## src/rtl/sysctl_pkg.sv

```systemverilog
`timescale 1ns/1ps
package sysctl_pkg;
  localparam int SELW  = 4;
  localparam int CODEW = 5;

  localparam logic [SELW-1:0] SEL_BADVA  = 4'd8;
  localparam logic [SELW-1:0] SEL_STATUS = 4'd12;
  localparam logic [SELW-1:0] SEL_CAUSE  = 4'd13;
  localparam logic [SELW-1:0] SEL_EPC    = 4'd14;

  localparam int CODE_LSB    = 2;
  localparam int PEND_LSB    = 8;
  localparam int ST_IE       = 0;
  localparam int ST_KM       = 1;
  localparam int ST_PIE      = 2;
  localparam int ST_PKM      = 3;
  localparam int ST_MASK_LSB = 8;

  localparam logic [CODEW-1:0] CODE_INTR = '0;

  typedef struct packed {
    logic km;
    logic ie;
  } mode_t;

  localparam mode_t MODE_HANDLER = '{km: 1'b1, ie: 1'b0};
endpackage

```

## src/rtl/sysctl_arb.sv

```systemverilog
`timescale 1ns/1ps
module sysctl_arb
  import sysctl_pkg::*;
#(
  parameter int NIRQ = 8
) (
  input  logic [NIRQ-1:0]  irq_i,
  input  logic [NIRQ-1:0]  mask_i,
  input  logic             ie_i,
  input  logic             trap_valid_i,
  input  logic [CODEW-1:0] trap_code_i,
  output logic             take_o,
  output logic             trap_sel_o,
  output logic [CODEW-1:0] code_o
);
  logic irq_hit;

  always_comb begin
    irq_hit    = ie_i && ((irq_i & mask_i) != '0);
    trap_sel_o = trap_valid_i;
    take_o     = trap_valid_i || irq_hit;
    code_o     = trap_valid_i ? trap_code_i : CODE_INTR;
  end
endmodule

```

## src/rtl/sysctl_status.sv

```systemverilog
`timescale 1ns/1ps
module sysctl_status
  import sysctl_pkg::*;
#(
  parameter int XLEN = 32,
  parameter int NIRQ = 8
) (
  input  logic            clk_i,
  input  logic            rst_n_i,
  input  logic            take_i,
  input  logic            eret_i,
  input  logic            wr_en_i,
  input  logic [3:0]      wr_mode_i,
  input  logic [NIRQ-1:0] wr_mask_i,
  output logic [XLEN-1:0] status_o,
  output logic            ie_o,
  output logic            km_o,
  output logic [NIRQ-1:0] mask_o
);
  mode_t           cur_q, cur_d, prev_q, prev_d;
  logic [NIRQ-1:0] mask_q, mask_d;
  logic            mode_en, mask_en;

  always_comb begin
    mode_en = take_i || eret_i || wr_en_i;
    mask_en = wr_en_i;
    cur_d   = cur_q;
    prev_d  = prev_q;
    mask_d  = wr_mask_i;
    if (take_i) begin
      prev_d = cur_q;
      cur_d  = MODE_HANDLER;
    end else if (eret_i) begin
      cur_d = prev_q;
    end else if (wr_en_i) begin
      cur_d  = '{km: wr_mode_i[ST_KM],  ie: wr_mode_i[ST_IE]};
      prev_d = '{km: wr_mode_i[ST_PKM], ie: wr_mode_i[ST_PIE]};
    end
  end

  always_ff @(posedge clk_i or negedge rst_n_i) begin
    if (!rst_n_i) begin
      cur_q  <= MODE_HANDLER;
      prev_q <= '0;
    end else if (mode_en) begin
      cur_q  <= cur_d;
      prev_q <= prev_d;
    end
  end

  always_ff @(posedge clk_i or negedge rst_n_i) begin
    if (!rst_n_i)     mask_q <= '0;
    else if (mask_en) mask_q <= mask_d;
  end

  always_comb begin
    status_o                         = '0;
    status_o[ST_IE]                  = cur_q.ie;
    status_o[ST_KM]                  = cur_q.km;
    status_o[ST_PIE]                 = prev_q.ie;
    status_o[ST_PKM]                 = prev_q.km;
    status_o[ST_MASK_LSB +: NIRQ]    = mask_q;
    ie_o                             = cur_q.ie;
    km_o                             = cur_q.km;
    mask_o                           = mask_q;
  end

  AST_ENTRY_KERNEL: assert property (@(posedge clk_i) disable iff (!rst_n_i)
    take_i |=> (cur_q.km && !cur_q.ie));
  AST_ENTRY_PUSH: assert property (@(posedge clk_i) disable iff (!rst_n_i)
    take_i |=> (prev_q == $past(cur_q)));
  AST_ERET_POP: assert property (@(posedge clk_i) disable iff (!rst_n_i)
    (eret_i && !take_i) |=> (cur_q == $past(prev_q) && $stable(prev_q)));
endmodule

```

## src/rtl/sysctl_capture.sv

```systemverilog
`timescale 1ns/1ps
module sysctl_capture
  import sysctl_pkg::*;
#(
  parameter int XLEN = 32,
  parameter int NIRQ = 8
) (
  input  logic             clk_i,
  input  logic             rst_n_i,
  input  logic             take_i,
  input  logic             trap_sel_i,
  input  logic             addr_err_i,
  input  logic [CODEW-1:0] code_i,
  input  logic [XLEN-1:0]  restart_pc_i,
  input  logic [XLEN-1:0]  badaddr_i,
  input  logic [NIRQ-1:0]  irq_i,
  input  logic             epc_wr_en_i,
  input  logic [XLEN-1:0]  wr_data_i,
  output logic [XLEN-1:0]  cause_o,
  output logic [XLEN-1:0]  epc_o,
  output logic [XLEN-1:0]  badva_o
);
  logic [CODEW-1:0] code_q;
  logic [NIRQ-1:0]  pend_q;
  logic [XLEN-1:0]  epc_q, epc_d, badva_q;
  logic             code_en, epc_en, badva_en;

  always_comb begin
    code_en  = take_i;
    badva_en = take_i && trap_sel_i && addr_err_i;
    epc_en   = take_i || epc_wr_en_i;
    epc_d    = take_i ? restart_pc_i : wr_data_i;
  end

  always_ff @(posedge clk_i or negedge rst_n_i) begin
    if (!rst_n_i) pend_q <= '0;
    else          pend_q <= irq_i;
  end

  always_ff @(posedge clk_i or negedge rst_n_i) begin
    if (!rst_n_i)     code_q <= '0;
    else if (code_en) code_q <= code_i;
  end

  always_ff @(posedge clk_i or negedge rst_n_i) begin
    if (!rst_n_i)    epc_q <= '0;
    else if (epc_en) epc_q <= epc_d;
  end

  always_ff @(posedge clk_i or negedge rst_n_i) begin
    if (!rst_n_i)      badva_q <= '0;
    else if (badva_en) badva_q <= badaddr_i;
  end

  always_comb begin
    cause_o                       = '0;
    cause_o[CODE_LSB +: CODEW]    = code_q;
    cause_o[PEND_LSB +: NIRQ]     = pend_q;
    epc_o                         = epc_q;
    badva_o                       = badva_q;
  end

  AST_EPC_CAPTURE: assert property (@(posedge clk_i) disable iff (!rst_n_i)
    take_i |=> (epc_o == $past(restart_pc_i)));
  AST_CODE_HOLD: assert property (@(posedge clk_i) disable iff (!rst_n_i)
    !take_i |=> $stable(code_q));
  AST_BADVA_HOLD: assert property (@(posedge clk_i) disable iff (!rst_n_i)
    !(take_i && trap_sel_i && addr_err_i) |=> $stable(badva_o));
endmodule

```

## src/rtl/sysctl_cop.sv

```systemverilog
`timescale 1ns/1ps
module sysctl_cop
  import sysctl_pkg::*;
#(
  parameter int              XLEN   = 32,
  parameter int              NIRQ   = 8,
  parameter logic [XLEN-1:0] VECTOR = 32'h8000_0080
) (
  input  logic             clk_i,
  input  logic             rst_n_i,
  input  logic [NIRQ-1:0]  irq_i,
  input  logic             trap_valid_i,
  input  logic [CODEW-1:0] trap_code_i,
  input  logic             trap_addr_err_i,
  input  logic [XLEN-1:0]  trap_badaddr_i,
  input  logic [XLEN-1:0]  restart_pc_i,
  input  logic             eret_i,
  input  logic             mt_en_i,
  input  logic [SELW-1:0]  mt_sel_i,
  input  logic [XLEN-1:0]  mt_data_i,
  input  logic [SELW-1:0]  mf_sel_i,
  output logic [XLEN-1:0]  mf_data_o,
  output logic             redirect_valid_o,
  output logic [XLEN-1:0]  redirect_pc_o,
  output logic             kernel_o
);
  logic [1:0]       rst_sync_q;
  logic             rst_n;
  logic             take, trap_sel, ie, km;
  logic [CODEW-1:0] code;
  logic [NIRQ-1:0]  mask;
  logic [XLEN-1:0]  status_w, cause_w, epc_w, badva_w;
  logic             st_wr, epc_wr;

  always_ff @(posedge clk_i or negedge rst_n_i) begin
    if (!rst_n_i) rst_sync_q <= 2'b00;
    else          rst_sync_q <= {rst_sync_q[0], 1'b1};
  end
  assign rst_n = rst_sync_q[1];

  always_comb begin
    st_wr  = mt_en_i && (mt_sel_i == SEL_STATUS);
    epc_wr = mt_en_i && (mt_sel_i == SEL_EPC);
  end

  sysctl_arb #(.NIRQ(NIRQ)) u_arb (
    .irq_i        (irq_i),
    .mask_i       (mask),
    .ie_i         (ie),
    .trap_valid_i (trap_valid_i),
    .trap_code_i  (trap_code_i),
    .take_o       (take),
    .trap_sel_o   (trap_sel),
    .code_o       (code)
  );

  sysctl_status #(.XLEN(XLEN), .NIRQ(NIRQ)) u_status (
    .clk_i     (clk_i),
    .rst_n_i   (rst_n),
    .take_i    (take),
    .eret_i    (eret_i),
    .wr_en_i   (st_wr),
    .wr_mode_i (mt_data_i[3:0]),
    .wr_mask_i (mt_data_i[ST_MASK_LSB +: NIRQ]),
    .status_o  (status_w),
    .ie_o      (ie),
    .km_o      (km),
    .mask_o    (mask)
  );

  sysctl_capture #(.XLEN(XLEN), .NIRQ(NIRQ)) u_capture (
    .clk_i        (clk_i),
    .rst_n_i      (rst_n),
    .take_i       (take),
    .trap_sel_i   (trap_sel),
    .addr_err_i   (trap_addr_err_i),
    .code_i       (code),
    .restart_pc_i (restart_pc_i),
    .badaddr_i    (trap_badaddr_i),
    .irq_i        (irq_i),
    .epc_wr_en_i  (epc_wr),
    .wr_data_i    (mt_data_i),
    .cause_o      (cause_w),
    .epc_o        (epc_w),
    .badva_o      (badva_w)
  );

  always_comb begin
    case (mf_sel_i)
      SEL_BADVA:  mf_data_o = badva_w;
      SEL_STATUS: mf_data_o = status_w;
      SEL_CAUSE:  mf_data_o = cause_w;
      SEL_EPC:    mf_data_o = epc_w;
      default:    mf_data_o = '0;
    endcase
    redirect_valid_o = take;
    redirect_pc_o    = take ? VECTOR : '0;
    kernel_o         = km;
  end

  AST_TRAP_REDIRECT: assert property (@(posedge clk_i) disable iff (!rst_n)
    trap_valid_i |-> (redirect_valid_o && redirect_pc_o == VECTOR));
  AST_TRAP_WINS: assert property (@(posedge clk_i) disable iff (!rst_n)
    trap_valid_i |=> (cause_w[CODE_LSB +: CODEW] == $past(trap_code_i)));
  AST_IRQ_GATED: assert property (@(posedge clk_i) disable iff (!rst_n)
    (redirect_valid_o && !trap_valid_i) |-> status_w[ST_IE]);
  AST_UNIMPL_ZERO: assert property (@(posedge clk_i) disable iff (!rst_n)
    (mf_sel_i != SEL_BADVA && mf_sel_i != SEL_STATUS &&
     mf_sel_i != SEL_CAUSE && mf_sel_i != SEL_EPC) |-> (mf_data_o == '0));
endmodule

```

## config.mk

```make
export PLATFORM = sky130hd
export DESIGN_NAME = sysctl_cop
export DESIGN_NICKNAME = d
export VERILOG_FILES = /design/src/rtl/sysctl_pkg.sv /design/src/rtl/sysctl_arb.sv /design/src/rtl/sysctl_status.sv /design/src/rtl/sysctl_capture.sv /design/src/rtl/sysctl_cop.sv
export SDC_FILE = /design/constraint.sdc
export NUM_CORES = 1
export LEC_CHECK = 0
export ABC_CLOCK_PERIOD_IN_PS = 4190
export BUFFER_PORTS_ARGS = -buffer_cell sky130_fd_sc_hd__buf_2
export CORE_MARGIN = 2
export CORE_UTILIZATION = 52
export DETAILED_ROUTE_END_ITERATION = 10
export GPL_TIMING_DRIVEN = 0
export PLACE_DENSITY = 0.94
export RECOVER_POWER = 25
export SYNTH_ARGS = -nofsm -noshare
export SYNTH_HDL_FRONTEND = slang
export SYNTH_SLANG_ARGS = --single-unit
```

## constraint.sdc

```tcl
create_clock -name clk_i -period 4.19 [get_ports clk_i]
set_input_delay 0.419 -clock clk_i [delete_from_list [all_inputs] [get_ports clk_i]]
set_output_delay 0.419 -clock clk_i [all_outputs]
set_load 0.1 [all_outputs]
```

==> reports/metrics.cfg, run 1 <==
[run_status]
status = complete, but fails checks
failed_checks = capacitance limit, slew limit

[logic_synthesis]
yosys-top-cells-count = dfrtp_1, o21ai_0, mux2_2
ys_async_sr_fraction = 1.000
synth.most_common_cell = dfrtp_1
dominantRegCellSynth = dfrtp_1
yosysTopAreaCell = dfrtp_1
postSynthAreaPerCell_um2 = 11.47
synth-edff-count = 0
synth_top_area_frac = 0.4972
syn_inst = 395
synth.cell_area_um2 = 4529
synthTopCellsByArea = dfrtp_1, mux2_2, mux2i_1
ys_warn_count = 0
ys_types = 34
yosys_register_bits = 91
yosysSeqAreaShare = 0.5030

[routing]
post_drt_wl_per_cell_um = 17.46
drtPass1Iterations = 7
drtAntennaViolNets = 0
vias = 3852
routed_wl_um = 12370
drc = 0
drt-initial-drc-count = 219
via_per_inst = 5.441

[floorplan]
io_pins = 189
die_x_um = 97.33
core-area_um2 = 8593
initial_core_util = 0.5271
dieArea_um2 = 9473
die_h_um = 97.33
rows = 34

[critical_path]
cp_cell_sequence = buf_2, nor4b_2, buf_2, a22oi_1, nand2_1, buf_2
r2r_start = rst_sync_q[1]$_DFF_PN0_
crit_top_cell = buf_2
rr_worst_depth = 1
arrival_ns = 2.27
start_kind = input port
crit_slowest_cell = nor4b_2
path_class = input port to output port
max_stage_delay_ns = 0.61
critical-path-top-delay-family = buffers and inverters
r2r_end = u_capture.badva_o[20]$_DFFE_PN0P_
r2r_slack_ns = 1.57
crit_fanout = 10
cp-end-kind = output port
cp.required_ns = 3.77
cp_num_buf_inv = 3

[timing]
slew-limit-headroom = -0.05700
tns_ns = 0
finalSetupViolations = 0
finalWorstSetupSlack_ns = 1.498
rsz0062_at_grt = false
fmaxAchievable_ghz = 0.3715
hold_ws_ns = 0.1999
finalCriticalPeriod_ns = 2.692
slew_viol_final = 41
hold_viol = 0
finClkSkew_ns = 0.01445
finalCritPeriodShare = 0.6424
tightestPinTransition_ns = 1.585

[global_routing]
grt_pass1_wl_um = 19860
grt_start_max_net_pins = 51
grt_pass1_vias = 3967
grtUsageTotal = 0.2637
antenna_found_initial = 0
grt_remaining_overflow = 0

[cells_and_area]
area_growth_pct = 27.57
drive_above_1_share = 0.4367
design_area_um2 = 5778
final_nets = 718
diodes = 0
fillers = 710

[clock_tree]
insertion_delay_ns = 0.35
clk_pin_slew_ns = 0.09
max-clock-path-buffers = 2
cts-root-buf = clkbuf_8
cts.sink_count = 91
cts_setup_buffers = 0
tritoncts = done
cts.htree.levels = 3
cts_buffers = 9

[power_and_ir_drop]
p_int_mw = 1.545
p_clk_frac = 0.272
power_leakage_nw = 3.070
switching_power_mw = 0.8224
peakVddDrop_v = 0.0002892
pwr_density_cell_nw_per_um2 = 409.7
finalPower_mw = 2.367
p_comb_frac = 0.271
swShare = 0.3474
power.share.sequential = 0.457

[placed_design]
dp_worst_setup_slack_ns = 1.497
dp_hpwl_um = 9302
io_buffers = 158
gp_congestion = 0.8048
place_area_um2 = 5595

[hold_path]
worstHoldPathType = input port to register
holdPathEnd = u_capture.pend_q[2]$_DFF_PN0_
min_path_cells = 1
hold_start = irq_i[2]

[run]
drv_cap = 1

[worst max-delay path by stage]
stage	start	to	slack [ns]	depth (start not counted)
global placement	rst_sync_q[1]$_DFF_PN0_	u_capture.badva_o[25]$_DFFE_PN0P_	0.59	0
floorplan	rst_sync_q[1]$_DFF_PN0_	u_capture.badva_o[0]$_DFFE_PN0P_	1.47	0
finish	mf_sel_i[0]	mf_data_o[3]	1.50	6
CTS	mf_sel_i[0]	mf_data_o[3]	1.47	6
global route	rst_sync_q[1]$_DFF_PN0_	u_capture.badva_o[20]$_DFFE_PN0P_	1.02	1
detailed placement	mf_sel_i[0]	mf_data_o[3]	1.50	6
[logic make-up after synthesis]
kind of cell,after synthesis,share of synthesized area
buffers and inverters,68,0.09889
other,2,0.001658
AND/OR/NAND/NOR,39,0.04972
AO/OA/AOI/OAI,121,0.1721
multiplexers,74,0.1746
flip-flops,91,0.5030
[layout make-up]
cell class | instances | area [µm²] | share of cell area
buffer | 61 | 420.4 | 0.07276
tap | 108 | 135.1 | 0.02339
multi-input combinational | 265 | 1912 | 0.3309
clock inverter | 4 | 76.32 | 0.01321
sequential | 91 | 2278 | 0.3943
timing repair buffer | 160 | 794.5 | 0.1375
inverter | 7 | 26.28 | 0.004547
clock buffer | 12 | 135.1 | 0.02339
[repair_timing]
action	4_1_cts	5_1_grt
hold buffers	1	0
endpoints found under the hold margin	2	0
resized for setup	0	0
[placed cells by master (no fill, tap or decap), drive strengths merged, types with 5 or more instances in the layout]
cell type,netlist,final
a222oi,5,5
a22o,17,17
a22oi,24,24
buf,50,198
clkbuf,11,34
conb,2,31
dfrtp,90,90
inv,7,7
mux2,40,40
mux2i,34,34
nand2,18,18
nand2b,6,6
o21ai,72,72
[metrics by stage]
step                instances    util
finish                    708  0.6724
global route              708  0.6724
CTS                       708  0.6769
detailed placement        691  0.6511
global placement          690  0.6475
floorplan                 424       -
[power groups by stage]
stage	clock [mW]	combinational, mW	sequential (mW)
global placement	0	0.614	1.10
finish	0.645	0.640	1.08
global route	0.689	0.678	1.10
CTS	0.653	0.644	1.08
floorplan	0	0.497	1.09
detailed placement	0	0.643	1.10
[per-layer routing]
layer | part of all wire | up-vias | GRT usage
met5 | 0 | - | 0
met4 | 0.019 | 0 | 0.08013
met3 | 0.074 | 25 | 0.04388
met2 | 0.50 | 196 | 0.4589
met1 | 0.41 | 1864 | 0.3404
li1 | - | 1767 | -
[registers in the layout (all words and copies together) (netlist names)]
register and count:
rst_sync_q 2, u_capture.pend_q 8, u_capture.badva_o 32, u_status.ie_o 1
u_status.mask_o 8, u_status.km_o 1, u_capture.epc_o 32, u_capture.code_q 5
u_status.status_o 2
(Power assumes the default switching activity.)
==> run 2: changes to the inputs <==
--- a/config.mk
+++ b/config.mk
@@ -5,13 +5,14 @@
 export SDC_FILE = /design/constraint.sdc
 export NUM_CORES = 1
 export LEC_CHECK = 0
-export ABC_CLOCK_PERIOD_IN_PS = 4190
+export ABC_AREA = 1
+export ABC_CLOCK_PERIOD_IN_PS = 2770
 export BUFFER_PORTS_ARGS = -buffer_cell sky130_fd_sc_hd__buf_2
 export CORE_MARGIN = 2
-export CORE_UTILIZATION = 52
+export CORE_UTILIZATION = 49
 export DETAILED_ROUTE_END_ITERATION = 10
 export GPL_TIMING_DRIVEN = 0
-export PLACE_DENSITY = 0.94
+export PLACE_DENSITY = 0.88
 export RECOVER_POWER = 25
 export SYNTH_ARGS = -nofsm -noshare
 export SYNTH_HDL_FRONTEND = slang
==> constraint.sdc (replaced) <==
create_clock -name clk_i -period 2.77 [get_ports clk_i]
set_input_delay 0.277 -clock clk_i [delete_from_list [all_inputs] [get_ports clk_i]]
set_output_delay 0.277 -clock clk_i [all_outputs]
set_load 0.1 [all_outputs]
==> run 2 against run 1 <==
Compared with the run above:
- the flow still finishes with violations (capacitance limit, slew limit)
- largest cell class unchanged
- count of clock-buffer cells in the layout is 1 lower
- worst setup slack worse by 1.1 ns
- sequential share of layout area down 2.3 points
- highest routed layer is now met5
- global-route usage decreased by 1.0 points
- synthesized cell count grew 40%
- register-to-register slack lost 0.55 ns
==> reports/metrics.cfg, run 2 <==
[routing]
drc = 0  ; unchanged
drtAntennaViolNets = 0  ; unchanged
drt-initial-drc-count = 264  ; +21%
via_per_inst = 5.118  ; -5.9%
vias = 4560  ; +18%
routed_wl_um = 13450  ; +8.8%
post_drt_wl_per_cell_um = 15.10  ; -14%
drtPass1Iterations = 5  ; -2

[clock_tree]
cts_buffers = 9  ; unchanged
insertion_delay_ns = 0.35  ; about the same
cts_setup_buffers = 0  ; unchanged
max-clock-path-buffers = 2  ; unchanged
tritoncts = done
cts.htree.levels = 3  ; unchanged
cts.sink_count = 91  ; unchanged
clk_pin_slew_ns = 0.10  ; about the same
cts-root-buf = clkbuf_8

[global_routing]
grt_start_max_net_pins = 49  ; -3.9%
met3_usage = 0.04772  ; +0.003830
grt_pass1_wl_um = 20390  ; +2.7%
grt_pass1_vias = 4171  ; +5.1%
grt_use_met2 = 0.4161  ; -0.04278
grtUsageTotal = 0.2535  ; -0.01017
grt_remaining_overflow = 0  ; unchanged
busiest_layer = met2
gr-usage-met1 = 0.3393  ; -0.001045
antenna_found_initial = 1  ; +1

[power_and_ir_drop]
power.share.sequential = 0.464  ; +0.007
p_clk_frac = 0.268  ; -0.004
peakVddDrop_v = 0.0002572  ; -11%
pwr_density_cell_nw_per_um2 = 568.9  ; +39%
power_leakage_nw = 3.316  ; +8.0%
switching_power_mw = 1.239  ; +51%
p_comb_frac = 0.268  ; -0.003
p_int_mw = 2.250  ; +46%
swShare = 0.3551  ; +0.007727
finalPower_mw = 3.489  ; +47%

[logic_synthesis]
synth_top_area_frac = 0.4664  ; -0.03080
postSynthAreaPerCell_um2 = 8.731  ; -24%
ys_warn_count = 0  ; unchanged
synthTopCellsByArea = dfrtp_1, nand2_1, nand3_1
dominantRegCellSynth = dfrtp_1
yosysSeqAreaShare = 0.4719  ; -0.03115
synth-edff-count = 0  ; unchanged
ys_types = 27  ; -21%
yosys-top-cells-count = nand2_1, dfrtp_1, nand3_1
synth.most_common_cell = nand2_1
ys_async_sr_fraction = 1.000  ; unchanged
synth.cell_area_um2 = 4828  ; +6.6%
yosysTopAreaCell = dfrtp_1
yosys_register_bits = 91  ; unchanged
syn_inst = 553  ; +40%

[critical_path]
path_class = register to output port
start_kind = register
crit_slowest_cell = buf_2
arrival_ns = 2.11  ; -0.16 ns
max_stage_delay_ns = 0.41  ; -0.20 ns
crit_fanout = 12  ; +2
crit_top_cell = nand2_1
cp_num_buf_inv = 3  ; unchanged
critical-path-top-delay-family = buffers and inverters
cp_cell_sequence = nand2_1, nand2_1, nor2_1, nand2_1, nand2_4, nand2_2, buf_2, buf_4, buf_2
cp-end-kind = output port
cp.required_ns = 2.49  ; -1.28 ns

[timing]
finalSetupViolations = 0  ; unchanged
finClkSkew_ns = 0.01574  ; +0.001290 ns
slew_viol_final = 42  ; +2.4%
tns_ns = 0  ; unchanged
rsz0062_at_grt = false
hold_viol = 0  ; unchanged
finalCriticalPeriod_ns = 2.390
finalCritPeriodShare = 0.8628
finalWorstSetupSlack_ns = 0.3799  ; -1.118 ns
tightestPinTransition_ns = 1.736  ; +0.1501 ns
hold_ws_ns = 0.04554  ; -0.1544 ns
fmaxAchievable_ghz = 0.4184
slew-limit-headroom = -0.1570  ; -0.1000

[cells_and_area]
fillers = 886  ; +25%
multi_input_area_um2 = 2033  ; +6.3%
finish.utilization = 0.6333  ; -0.03906
design_area_um2 = 6133  ; +6.1%
final_cells = 891  ; +26%
regArea_um2 = 2278  ; unchanged
final_common_cell = buf_2
drive_above_1_share = 0.3470  ; -0.08970
layout_common_cells = buf_2, nand2_1, dfrtp_1, nand3_1
final_nets = 876  ; +22%
diodes = 0  ; unchanged
area_growth_pct = 27.03

[floorplan]
initial_core_util = 0.4986  ; -0.02850
io_pins = 189  ; unchanged
core-area_um2 = 9684  ; +13%
rows = 36  ; +5.9%
die_x_um = 103.3  ; +6.1%
dieArea_um2 = 10660  ; +13%
die_h_um = 103.3  ; +6.1%

[placed_design]
dp_hpwl_um = 10430  ; +12%
gp_congestion = 0.8956  ; +11%
place_area_um2 = 5926  ; +5.9%
dp_worst_setup_slack_ns = 0.7110  ; -0.7864 ns
dp_cells = 874  ; +26%
io_buffers = 158  ; unchanged

[run]
drv_cap = 1  ; unchanged

[run_status]
status = complete, but fails checks
failed_checks = capacitance limit, slew limit

[hold_path]
worstHoldPathType = input port to register

==> run 2: cell types whose count changed in the layout (fill, tap and decap cells not counted), sizes merged, moves of 8 or more <==
| cell | previous run | this run |
|---|---|---|
| nand3 | 0 | 71 |
| mux2 | 40 | 32 |
| nand2 | 18 | 120 |
| mux2i | 34 | 0 |
| a22oi | 24 | 0 |
| o21ai | 72 | 14 |
| nor2 | 2 | 34 |
| nand4 | 0 | 47 |
| buf | 198 | 208 |
| inv | 7 | 49 |
==> run 2: cell families after synthesis <==
group	after synthesis	synth area share
AND/OR/NAND/NOR	274	0.2615
other	2	0.001555
AO/OA/AOI/OAI	39	0.05779
buffers and inverters	115	0.1296
flip-flops	91	0.4719
multiplexers	32	0.07774
==> run 2: repair_timing <==
action	4_1_cts	5_1_grt
endpoints found under the hold margin	2	0
gates resized for setup	0	0
hold buffers	1	0
==> run 2: routing by layer <==
| layer | up-vias | part of all wire |
|---|---|---|
| li1 | 2197 | - |
| met4 | 2 | 0.019 |
| met5 | - | 0.00059 |
| met3 | 23 | 0.077 |
| met2 | 207 | 0.48 |
| met1 | 2131 | 0.42 |
==> run 2: final timing paths <==
| path | endpoint | slack [ns] | depth (start not counted) | from |
|---|---|---|---|---|
| setup reg to reg | u_capture.badva_o[2]$_DFFE_PN0P_ | 1.02 | 0 | rst_sync_q[1]$_DFF_PN0_ |
| hold reg to reg | rst_sync_q[1]$_DFF_PN0_ | 0.36 | 0 | rst_sync_q[0]$_DFF_PN0_ |
| setup / recovery | redirect_pc_o[7] | 0.38 | 9 | u_status.mask_o[1]$_DFFE_PN0P_ |
| hold / removal | u_capture.pend_q[3]$_DFF_PN0_ | 0.05 | 1 | irq_i[3] |
| min in group asynchronous | rst_sync_q[1]$_DFF_PN0_ | 0.23 | 2 | rst_n_i |
| max in group asynchronous | u_capture.badva_o[2]$_DFFE_PN0P_ | 1.02 | 0 | rst_sync_q[1]$_DFF_PN0_ |
==> run 2: layout make-up <==
cell class                 count  share of cell area
tap                          133             0.02713
inverter                      48             0.02938
multi-input combinational    376              0.3315
clock inverter                 5            0.009792
buffer                        67             0.07262
timing repair buffer         160              0.1334
clock buffer                  11             0.02468
sequential                    91              0.3715
==> run 2: power groups by stage <==
| stage | clock network (mW) | registers [mW] | logic, mW |
|---|---|---|---|
| 2_1_floorplan | 0 | 1.62 | 0.723 |
| 3_3_place_gp | 0 | 1.65 | 0.898 |
| 3_5_place_dp | 0 | 1.64 | 0.934 |
| 4_1_cts | 0.951 | 1.62 | 0.938 |
| 5_1_grt | 1.01 | 1.64 | 1.01 |
| 6_report | 0.934 | 1.62 | 0.937 |
